File: src/rtl/trig_evt_pkg.sv
// Shared types and constants for the trigger event conditioning unit.
// Assumes five event channels and two constant sources ahead of the pins.
package trig_evt_pkg;

    // Detection mode encoding per channel
    typedef enum logic [1:0] {
        EM_RISE  = 2'b00,
        EM_FALL  = 2'b01,
        EM_BOTH  = 2'b10,
        EM_LEVEL = 2'b11
    } evt_mode_e;

    localparam int NUM_EVT    = 5;
    localparam int CONST_SRCS = 2;
    localparam int MODE_W     = 2;

    // Channel indices
    localparam int EV_RELOAD  = 0;
    localparam int EV_START   = 1;
    localparam int EV_STOP    = 2;
    localparam int EV_COUNT   = 3;
    localparam int EV_CAPTURE = 4;

    // Select width needed for n trigger pins plus the constant sources
    function automatic int sel_width(input int n);
        return $clog2(n + CONST_SRCS);
    endfunction

endpackage

File: src/rtl/trig_sync_bank.sv
// Shared synchronizer for all trigger lines.
// Each line passes through SYNC_DEPTH flops clocked by the fast clock.
// Assumes the lines are asynchronous and need no glitch filtering.
module trig_sync_bank #(
    parameter int NUM_TRIG   = 12,
    parameter int SYNC_DEPTH = 2
) (
    input  logic                clk,
    input  logic                rst_n,
    input  logic [NUM_TRIG-1:0] trig_in,
    output logic [NUM_TRIG-1:0] trig_sync
);

    logic [NUM_TRIG-1:0] stage_q [SYNC_DEPTH];

    generate
        for (genvar d = 0; d < SYNC_DEPTH; d++) begin : g_stage
            if (d == 0) begin : g_first
                // First stage: capture the raw asynchronous lines
                always_ff @(posedge clk) begin
                    if (!rst_n) stage_q[0] <= '0;
                    else        stage_q[0] <= trig_in;
                end
            end else begin : g_next
                // Later stages: shift the previous stage forward
                always_ff @(posedge clk) begin
                    if (!rst_n) stage_q[d] <= '0;
                    else        stage_q[d] <= stage_q[d-1];
                end
            end
        end
    endgenerate

    assign trig_sync = stage_q[SYNC_DEPTH-1];

    generate
        if (SYNC_DEPTH == 2) begin : g_lat_chk
            logic [1:0] warm_q;
            // Count cycles since reset so that the latency check sees valid history
            always_ff @(posedge clk) begin
                if (!rst_n)            warm_q <= '0;
                else if (warm_q != 2'd2) warm_q <= warm_q + 2'd1;
            end

            sync_lat_chk: assert property (@(posedge clk) disable iff (!rst_n)
                (warm_q == 2'd2) |-> (trig_sync == $past(trig_in, 2)));
        end
    endgenerate

endmodule

File: src/rtl/trig_edge_det.sv
// Edge/level detector for one channel.
// It keeps a one-flop history of the selected synchronized source.
// It masks edges on constant sources and merges in the software command.
// Assumes src_i is already synchronous to clk.
module trig_edge_det
    import trig_evt_pkg::*;
(
    input  logic      clk,
    input  logic      rst_n,
    input  logic      src_i,
    input  logic      src_const_i,
    input  evt_mode_e mode_i,
    input  logic      sw_i,
    output logic      det_o
);

    logic hist_q;
    logic hw_det;
    logic edge_mode;

    // Remember the previous source value for edge comparison
    always_ff @(posedge clk) begin
        if (!rst_n) hist_q <= 1'b0;
        else        hist_q <= src_i;
    end

    // Decode the configured detection condition
    always_comb begin
        unique case (mode_i)
            EM_RISE:  hw_det = src_i & ~hist_q;
            EM_FALL:  hw_det = ~src_i & hist_q;
            EM_BOTH:  hw_det = src_i ^ hist_q;
            default:  hw_det = src_i;
        endcase
    end

    assign edge_mode = (mode_i != EM_LEVEL);
    assign det_o     = (hw_det & ~(src_const_i & edge_mode)) | sw_i;


    rise_src_chk: assert property (@(posedge clk) disable iff (!rst_n)
        ($past(rst_n) && mode_i == EM_RISE && det_o && !sw_i) |-> (src_i && !$past(src_i)));


    fall_src_chk: assert property (@(posedge clk) disable iff (!rst_n)
        ($past(rst_n) && mode_i == EM_FALL && det_o && !sw_i) |-> (!src_i && $past(src_i)));


    const_quiet_chk: assert property (@(posedge clk) disable iff (!rst_n)
        (src_const_i && edge_mode && !sw_i) |-> !det_o);


    sw_force_chk: assert property (@(posedge clk) disable iff (!rst_n)
        sw_i |-> det_o);

endmodule

File: src/rtl/trig_tick_gate.sv
// Holds one detected event until the next counter-clock tick, then emits
// a one-cycle strobe. Extra events before the tick merge into one.
// Assumes cnt_tick_i is a one-cycle enable synchronous to clk.
module trig_tick_gate (
    input  logic clk,
    input  logic rst_n,
    input  logic det_i,
    input  logic cnt_tick_i,
    output logic evt_o
);

    logic pend_q;
    logic req;

    assign req = pend_q | det_i;

    // Keep an unreported event until a tick consumes it
    always_ff @(posedge clk) begin
        if (!rst_n)          pend_q <= 1'b0;
        else if (cnt_tick_i) pend_q <= 1'b0;
        else                 pend_q <= req;
    end

    // Emit the strobe in the cycle after a tick
    always_ff @(posedge clk) begin
        if (!rst_n) evt_o <= 1'b0;
        else        evt_o <= cnt_tick_i & req;
    end


    no_idle_pulse_chk: assert property (@(posedge clk) disable iff (!rst_n)
        !$past(cnt_tick_i) |-> !evt_o);


    tick_emit_chk: assert property (@(posedge clk) disable iff (!rst_n)
        ($past(rst_n) && $past(cnt_tick_i) && $past(det_i)) |-> evt_o);


    pend_clear_chk: assert property (@(posedge clk) disable iff (!rst_n)
        cnt_tick_i |=> (!pend_q || $past(!cnt_tick_i)));

endmodule

File: src/rtl/trig_event_cond.sv
// Top of the trigger event conditioning unit.
// Synchronizes all trigger lines once. Then, for each of five channels, it
// selects a source, detects the configured edge or level, merges in the
// software command and hands the result to the tick gate.
// Assumes the configuration is held stable while events are expected.
module trig_event_cond
    import trig_evt_pkg::*;
#(
    parameter int  NUM_TRIG   = 12,
    parameter int  SYNC_DEPTH = 2,
    localparam int SEL_W      = sel_width(NUM_TRIG)
) (
    input  logic                      clk,
    input  logic                      rst_n,
    input  logic [NUM_TRIG-1:0]       trig_in,
    input  logic [NUM_EVT*SEL_W-1:0]  chan_sel,
    input  logic [NUM_EVT*MODE_W-1:0] chan_mode,
    input  logic [NUM_EVT-1:0]        sw_cmd,
    input  logic                      cnt_tick,
    output logic [NUM_EVT-1:0]        evt_out
);

    localparam int PIN_BASE = CONST_SRCS;
    localparam int PIN_LAST = CONST_SRCS + NUM_TRIG - 1;

    logic [NUM_TRIG-1:0] trig_sync;

    trig_sync_bank #(
        .NUM_TRIG   (NUM_TRIG),
        .SYNC_DEPTH (SYNC_DEPTH)
    ) u_sync (
        .clk       (clk),
        .rst_n     (rst_n),
        .trig_in   (trig_in),
        .trig_sync (trig_sync)
    );

    generate
        for (genvar e = 0; e < NUM_EVT; e++) begin : g_chan
            logic [SEL_W-1:0] sel;
            logic             src_val;
            logic             src_const;
            logic             det;
            evt_mode_e        mode;

            assign sel  = chan_sel[e*SEL_W +: SEL_W];
            assign mode = evt_mode_e'(chan_mode[e*MODE_W +: MODE_W]);

            // Pick the channel source: constant or synchronized pin
            always_comb begin
                src_val   = (sel == SEL_W'(1));
                src_const = 1'b1;
                for (int k = 0; k < NUM_TRIG; k++) begin
                    if (int'(sel) == k + PIN_BASE) begin
                        src_val   = trig_sync[k];
                        src_const = 1'b0;
                    end
                end
            end

            trig_edge_det u_det (
                .clk         (clk),
                .rst_n       (rst_n),
                .src_i       (src_val),
                .src_const_i (src_const),
                .mode_i      (mode),
                .sw_i        (sw_cmd[e]),
                .det_o       (det)
            );

            trig_tick_gate u_gate (
                .clk        (clk),
                .rst_n      (rst_n),
                .det_i      (det),
                .cnt_tick_i (cnt_tick),
                .evt_o      (evt_out[e])
            );


            sel_map_chk: assert property (@(posedge clk) disable iff (!rst_n)
                (int'(sel) > PIN_LAST || sel == '0) |-> !src_val);
        end
    endgenerate


    reset_quiet_chk: assert property (@(posedge clk)
        !$past(rst_n) |-> (evt_out == '0));

endmodule

File: config.mk
export PLATFORM = sky130hd
export DESIGN_NAME = trig_event_cond
export DESIGN_NICKNAME = d
export VERILOG_FILES = /design/src/rtl/trig_evt_pkg.sv /design/src/rtl/trig_sync_bank.sv /design/src/rtl/trig_edge_det.sv /design/src/rtl/trig_tick_gate.sv /design/src/rtl/trig_event_cond.sv
export SDC_FILE = /design/constraint.sdc
export NUM_CORES = 1
export LEC_CHECK = 0
export BUFFER_PORTS_ARGS = -buffer_cell sky130_fd_sc_hd__buf_2
export CAP_MARGIN = 0
export CELL_PAD_IN_SITES_DETAIL_PLACEMENT = 1
export CELL_PAD_IN_SITES_GLOBAL_PLACEMENT = 1
export CORE_MARGIN = 5
export CORE_UTILIZATION = 30
export CTS_CLUSTER_DIAMETER = 80
export DETAILED_ROUTE_END_ITERATION = 7
export PLACE_DENSITY_LB_ADDON = 0.1
export SYNTH_ARGS = -nofsm -noshare
export SYNTH_HDL_FRONTEND = slang
export SYNTH_SLANG_ARGS = --single-unit
File: constraint.sdc
create_clock -name clk -period 8 [get_ports clk]
set_input_delay 1.2 -clock clk [delete_from_list [all_inputs] [get_ports clk]]
set_output_delay 1.2 -clock clk [all_outputs]
set_load 0.005 [all_outputs]
==> results by group, run 1 <==
Run status
  – Status: complete, no violations

Synthesis
  – Count of unique library cells instantiated by Yosys: 50
  – Synth Instances: 264
  – Synth Cell Area: 2230 um2
  – Ranking of synthesized cells by area: dfxtp_1 (35%), and2_1 (8.1%), ha_1 (5.6%), mux2i_1 (4.9%), nand2_1 (3.4%)
  – Synth async-reset ratio: 0
  – Post-synth top area cell: dfxtp_1
  – Primary FF master, synth: dfxtp_1
  – Avg Synthesized Cell Area: 8.46 um2
  – Top cell type's share of synthesized area: 0.350
  – Synth Register Bits: 39
  – Number of flops mapped to enable cells by yosys: 0
  – Synthesized Nets: 324
  – Sequential share of the synthesized area: 0.350
  – Synth Warn #: 0

Floorplan
  – Die Height: 96.3 um
  – Die ar.: 9270 um2
  – Core area: 7250 um2
  – Starting Density: 0.308
  – Cell row count: 31
  – Die Span X: 96.3 um
  – Io pins: 55

Route
  – Antenna viol nets, final: 0
  – DR WL/cell: 13.9 um
  – Vias per Instance: 4.82
  – Drt total wl: 5650 um
  – DRC viols: 0
  – Vias: 1,957
  – Iteration-0 DRC Markers: 69
  – Drt pass-1 iters: 4

STA
  – Relative slew slack: 0.622
  – Period utilization: 0.413
  – Tmin final: 3.30 ns
  – RSZ-0062 raised after global routing: no
  – Max Slew Vio Count: 0
  – Least-Margin Pin Slew: 0.553 ns
  – Final setup fails: 0
  – Final hold violations: 0
  – Clock skew: 0.00574 ns
  – Setup_tns: 0 ns
  – FMAX: 303 MHz

Cells and area
  – # nets final: 366
  – Most frequent cells in the layout: buf_2 (54), dfxtp_1 (39), and2_1 (29), nand2_1 (20), inv_1 (17)
  – Syn-to-layout area delta: 17.6%
  – FILL cells: 912
  – Reg area: 781 um2
  – Multi-input logic area: 1290 um2
  – Diode count: 0
  – Share of layout cells above drive strength 1: 0.231
  – Core Util, Final: 0.362
  – Commonest non-fill, non-tap cell in the layout: buf_2

Clocking
  – Clk root buf: clkbuf_8
  – # clock sinks: 39
  – Clock latency on the worst-skew pair: 0.30 ns
  – CTS Hold Bufs: 0
  – CTS Buf Count: 5
  – Worst-case clock buffer depth: 2
  – CTS H-tree lvls: 2
  – CTS tree: done
  – Clock slew at reported path FFs: 0.08 ns
  – CTS resizes: 0
  – Postcts setup bufs: 0

Worst setup path
  – Crit-path max cell delay: 0.37 ns
  – RR Startpoint: u_sync.stage_q[1][7]
  – Crit-path slowest cell: or3b_1
  – Crit start category: primary input
  – Crit path cell chain: buf_2 > or3b_1 > a222oi_1 > o221ai_1 > nand2b_1 > inv_1 > ha_1 > a221o_1 > a311oi_1 > o211ai_1 > and2b_1
  – CP arrival: 3.50 ns
  – CP Max Fanout: 9
  – Crit path required time: 8.20 ns
  – R2r worst-path depth: 10
  – Reg-to-reg endpoint: g_chan[3].u_gate.evt_o
  – Critical path type: in -> reg
  – Worst R2R Setup Slack: 5.31 ns
  – CP Capture Type: flip-flop

Global route
  – Remaining Overflow, GRT: 0
  – Initial antenna violation count: 0
  – Vias in the first global route: 1,933
  – First-pass GRT wire length: 9200 um
  – Largest net degree at the start of global routing: 32
  – GRT Util Overall: 0.129

Placed design
  – HPWL Detailed: 4360 um
  – Gpl congestion: 0.759
  – Port Buffer Count: 54

Worst hold path
  – Hold Crit Start: u_sync.stage_q[0][5]
  – Min-Delay Path Class: reg -> reg
  – Hold path depth: 1
  – WHS Endpoint: u_sync.stage_q[1][5]

Power and ir drop
  – Max VDD drop: 59.6 uV
  – Pleak: 1.15 nW
  – PD cells: 164 nW/um2
  – Total power: 0.431 mW

Flow run
  – Max_cap viols: 0
[state kept, by name (all words and copies together), names as in the netlist]
| name | cells |
|---|---|
| u_sync.stage_q | 24 |
| g_chan.u_det.hist_q | 5 |
| g_chan.u_gate.evt_o | 5 |
| g_chan.u_gate.pend_q | 5 |
[layout make-up]
| class | count | area share |
|---|---|---|
| multi-input combinational | 188 | 0.490 |
| sequential | 39 | 0.297 |
| timing repair buffer | 54 | 0.103 |
| tap | 99 | 0.0471 |
| clock buffer | 6 | 0.0314 |
| inverter | 18 | 0.0257 |
| clock inverter | 2 | 0.00619 |
[worst max path at each step]
stage	startpoint	to	slack [ns]	cells past startpoint
2_1_floorplan	chan_sel[13]	g_chan[3].u_gate.evt_o	4.55	11
3_3_place_gp	chan_sel[13]	g_chan[3].u_gate.evt_o	4.44	11
3_5_place_dp	chan_sel[13]	g_chan[3].u_gate.evt_o	4.36	11
4_1_cts	chan_sel[13]	g_chan[3].u_gate.evt_o	4.68	11
5_1_grt	chan_sel[13]	g_chan[3].u_gate.evt_o	4.48	11
6_report	chan_sel[13]	g_chan[3].u_gate.evt_o	4.70	11
[metrics by stage]
step           hold slack, ns  setup slack (ns)  std cells  cell area (um2)
2_1_floorplan           0.412              4.55        264             2230
3_3_place_gp            0.419              4.44        398             2530
3_5_place_dp            0.421              4.36        398             2530
4_1_cts                 0.441              4.68        406             2630
5_1_grt                 0.459              4.48        406             2630
6_report                0.438              4.70        406             2630
[critical path: cells and delay by family]
kind,cells,cell delay (ns)
compound gates,5,1.22
fa+ha+maj,1,0.18
buf+inv,2,0.20
simple gates,3,0.69
[cells in the mapped netlist, types with 2 or more instances]
cell type,n
inv_1,17
a211oi_1,3
o211ai_1,3
nor2b_1,8
nor3_1,5
a221oi_1,2
nand3_1,6
clkbuf_1,9
mux2i_1,11
ha_1,10
or3_1,5
buf_4,6
nand4b_1,2
nor2_1,14
and2b_1,2
o21ai_0,11
a21oi_1,12
buf_2,4
a31oi_1,2
dfxtp_1,39
o221ai_1,2
nand3b_1,3
nand2_1,20
mux2_2,3
and2_1,29
mux4_2,2
nand2b_1,8
and3_1,3
a311oi_1,2
[report_power, final]
part	switching (mW)	internal, mW
combinational	0.0386	0.0368
sequential	0.00664	0.205
clock	0.0742	0.0704
[logic make-up after synthesis]
logic type	after synthesis	share of synthesized area
DFF	39	0.350
adders and majority gates	10	0.0560
buffers and inverters	37	0.0745
and+or+nand+nor	111	0.277
AOI/OAI and AO/OA	51	0.159
muxes	16	0.0846
[metal layers]
layer  wire (um)  up-vias  track usage
met5           0        -            0
met4          74        0       0.0427
met3         306        8       0.0305
met2        2700       40        0.224
met1        2570      910        0.155
li1            -      999            -
Power figures use the tool's default switching activity.
==> run 2, diff against run 1 <==
==> constraint.sdc (replaced) <==
create_clock -name clk -period 2.8 [get_ports clk]
set_input_delay 0.42 -clock clk [delete_from_list [all_inputs] [get_ports clk]]
set_output_delay 0.42 -clock clk [all_outputs]
set_load 0.005 [all_outputs]
==> run 2 against run 1 <==
Setup slack got worse by 4.4 ns. Highest routed layer unchanged. Final area increased by 2.0%. Clock skew is 0.0032 ns higher. Register-to-register slack got worse by 5.1 ns. Core utilization is 0.72 points higher. Critical path type is now reg -> reg.
==> results by group, run 2 (synthesis gave the netlist of run 1 again) <==
Clocking
  – Clk root buf: clkbuf_8
  – # clock sinks: 39
  – CTS tree: done
  – Clock latency on the worst-skew pair: 0.29 ns
  – Worst-case clock buffer depth: 2
  – CTS H-tree lvls: 2
  – CTS Buf Count: 5
  – Clock slew at reported path FFs: 0.09 ns
  – CTS Hold Bufs: 0

Cells and area
  – FILL cells: 894
  – Multi-input logic area: 1290 um2
  – Most frequent cells in the layout: buf_2 (54), dfxtp_1 (39), and2_1 (29), nand2_1 (20), inv_1 (17)
  – Diode count: 0
  – Share of layout cells above drive strength 1: 0.244
  – # nets final: 370
  – Reg area: 781 um2
  – Syn-to-layout area delta: 20.0%
  – Commonest non-fill, non-tap cell in the layout: buf_2
  – Post-route cell area: 2680 um2
  – Largest register FFs: 24
  – Largest reg by FF count: u_sync.stage_q
  – Core Util, Final: 0.370

Route
  – Drt total wl: 5770 um
  – Iteration-0 DRC Markers: 60
  – Drt pass-1 iters: 4
  – Vias per Instance: 4.71
  – DR WL/cell: 14.1 um
  – DRC viols: 0
  – Antenna viol nets, final: 0
  – Vias: 1,933

Placed design
  – HPWL Detailed: 4450 um
  – Port Buffer Count: 54
  – Placed Area: 2560 um2
  – Post-Place Setup Slack: -0.0487 ns
  – Gpl congestion: 0.760

Global route
  – Global Route met2 Usage: 0.220
  – Most Used Layer, Global Route: met2
  – First-pass GRT wire length: 9600 um
  – Vias in the first global route: 1,973
  – Routing usage on met1: 0.175
  – Remaining Overflow, GRT: 0
  – Largest net degree at the start of global routing: 32
  – Initial antenna violation count: 0
  – GRT Util Overall: 0.134
  – Met3 usage: 0.0305

Floorplan
  – Cell row count: 31
  – Die Span X: 96.3 um
  – Die Height: 96.3 um
  – Io pins: 55
  – Core area: 7250 um2
  – Starting Density: 0.308
  – Die ar.: 9270 um2

STA
  – Setup_tns: 0 ns
  – Tmin final: 2.55 ns
  – RSZ-0062 raised after global routing: no
  – Worst Slack Setup Final: 0.254 ns
  – Period utilization: 0.909
  – Relative slew slack: 0.621
  – Max Slew Vio Count: 0
  – FMAX: 393 MHz
  – Final setup fails: 0
  – Final hold violations: 0
  – Least-Margin Pin Slew: 0.555 ns
  – Clock skew: 0.00890 ns

Power and ir drop
  – Pleak: 1.18 nW
  – Max VDD drop: 255 uV
  – PD cells: 487 nW/um2

Worst setup path
  – CP arrival: 2.74 ns
  – Crit-path slowest cell: a221o_1
  – Reg-to-reg endpoint: g_chan[3].u_gate.evt_o
  – Crit path cell chain: or3b_1 > a222oi_1 > o221ai_1 > nand2b_1 > inv_1 > ha_1 > a221o_1 > a311oi_2 > o211ai_1 > and2b_1
  – CP Max Fanout: 3
  – CP Capture Type: flip-flop
  – Worst R2R Setup Slack: 0.25 ns
  – Crit start category: flip-flop
  – Crit-path max cell delay: 0.36 ns
  – Crit path required time: 3.00 ns
  – R2r worst-path depth: 10
  – Crit path launch: u_sync.stage_q[1][7]
  – Setup crit end: g_chan[3].u_gate.evt_o
  – RR Startpoint: u_sync.stage_q[1][7]
  – Critical path type: reg -> reg

Run status
  – Status: complete, no violations

Flow run
  – Max_cap viols: 0

Worst hold path
  – Min-Delay Path Class: in -> reg
-- run 2: cell count changes in the layout (fill, tap and decap cells not counted) --
cell and change:
buf_4 +4, a311oi_2 +1, inv_6 +1, clkbuf_8 -1, a311oi_1 -1, bufinv_16 +1
clkinv_4 -1
-- run 2: metal layers --
metal | up-vias | routed length [um] | part of all wire
met2 | 34 | 2650 | 0.46
met4 | 0 | 53 | 0.0092
li1 | 1008 | - | -
met5 | - | 0 | 0
met3 | 4 | 253 | 0.044
met1 | 887 | 2810 | 0.49
-- run 2: final cells by class --
cell class,count,area share
multi-input cells,188,0.482
flip-flops and latches,39,0.291
repair buffers,58,0.112
well taps,99,0.0462
clock buffers,5,0.0257
inverters,18,0.0252
clock inverters,3,0.0173
-- run 2: power breakdown --
part | internal, mW | switching [mW] | total [mW]
Combinational | 0.109 | 0.114 | 0.223
Sequential | 0.585 | 0.0181 | 0.603
Clock | 0.268 | 0.210 | 0.478
Total | 0.962 | 0.341 | 1.30
-- run 2: worst min path at each step --
| stage | startpoint | end | slack, ns | cells after the start |
|---|---|---|---|---|
| after detailed placement | u_sync.stage_q[0][10] | u_sync.stage_q[1][10] | 0.42 | 1 |
| after global routing | trig_in[9] | u_sync.stage_q[0][9] | 0.32 | 2 |
| after CTS | trig_in[1] | u_sync.stage_q[0][1] | 0.32 | 2 |
| after floorplan | u_sync.stage_q[0][0] | u_sync.stage_q[1][0] | 0.41 | 1 |
| final | trig_in[1] | u_sync.stage_q[0][1] | 0.33 | 2 |
| after global placement | u_sync.stage_q[0][7] | u_sync.stage_q[1][7] | 0.42 | 1 |
-- run 2: worst max-delay path: cells and delay by family (launching register included) --
family / cells / cell delay [ns]
and+or+nand+nor: 3 / 0.67
DFF: 1 / 0.35
AOI/OAI and AO/OA: 5 / 1.20
adders and majority gates: 1 / 0.19
buffers and inverters: 1 / 0.05
-- run 2: repair_timing --
action,4_1_cts,5_1_grt
resized for setup,0,1
endpoints found under the setup margin,0,2
buffers inserted,0,0
-- run 2: metrics by stage --
step	power, mW	cells	hold WS [ns]
after global placement	0.837	402	0.417
after global routing	1.39	410	0.318
after floorplan	0.759	264	0.412
after CTS	1.33	410	0.318
final	1.30	410	0.330
after detailed placement	0.841	402	0.420
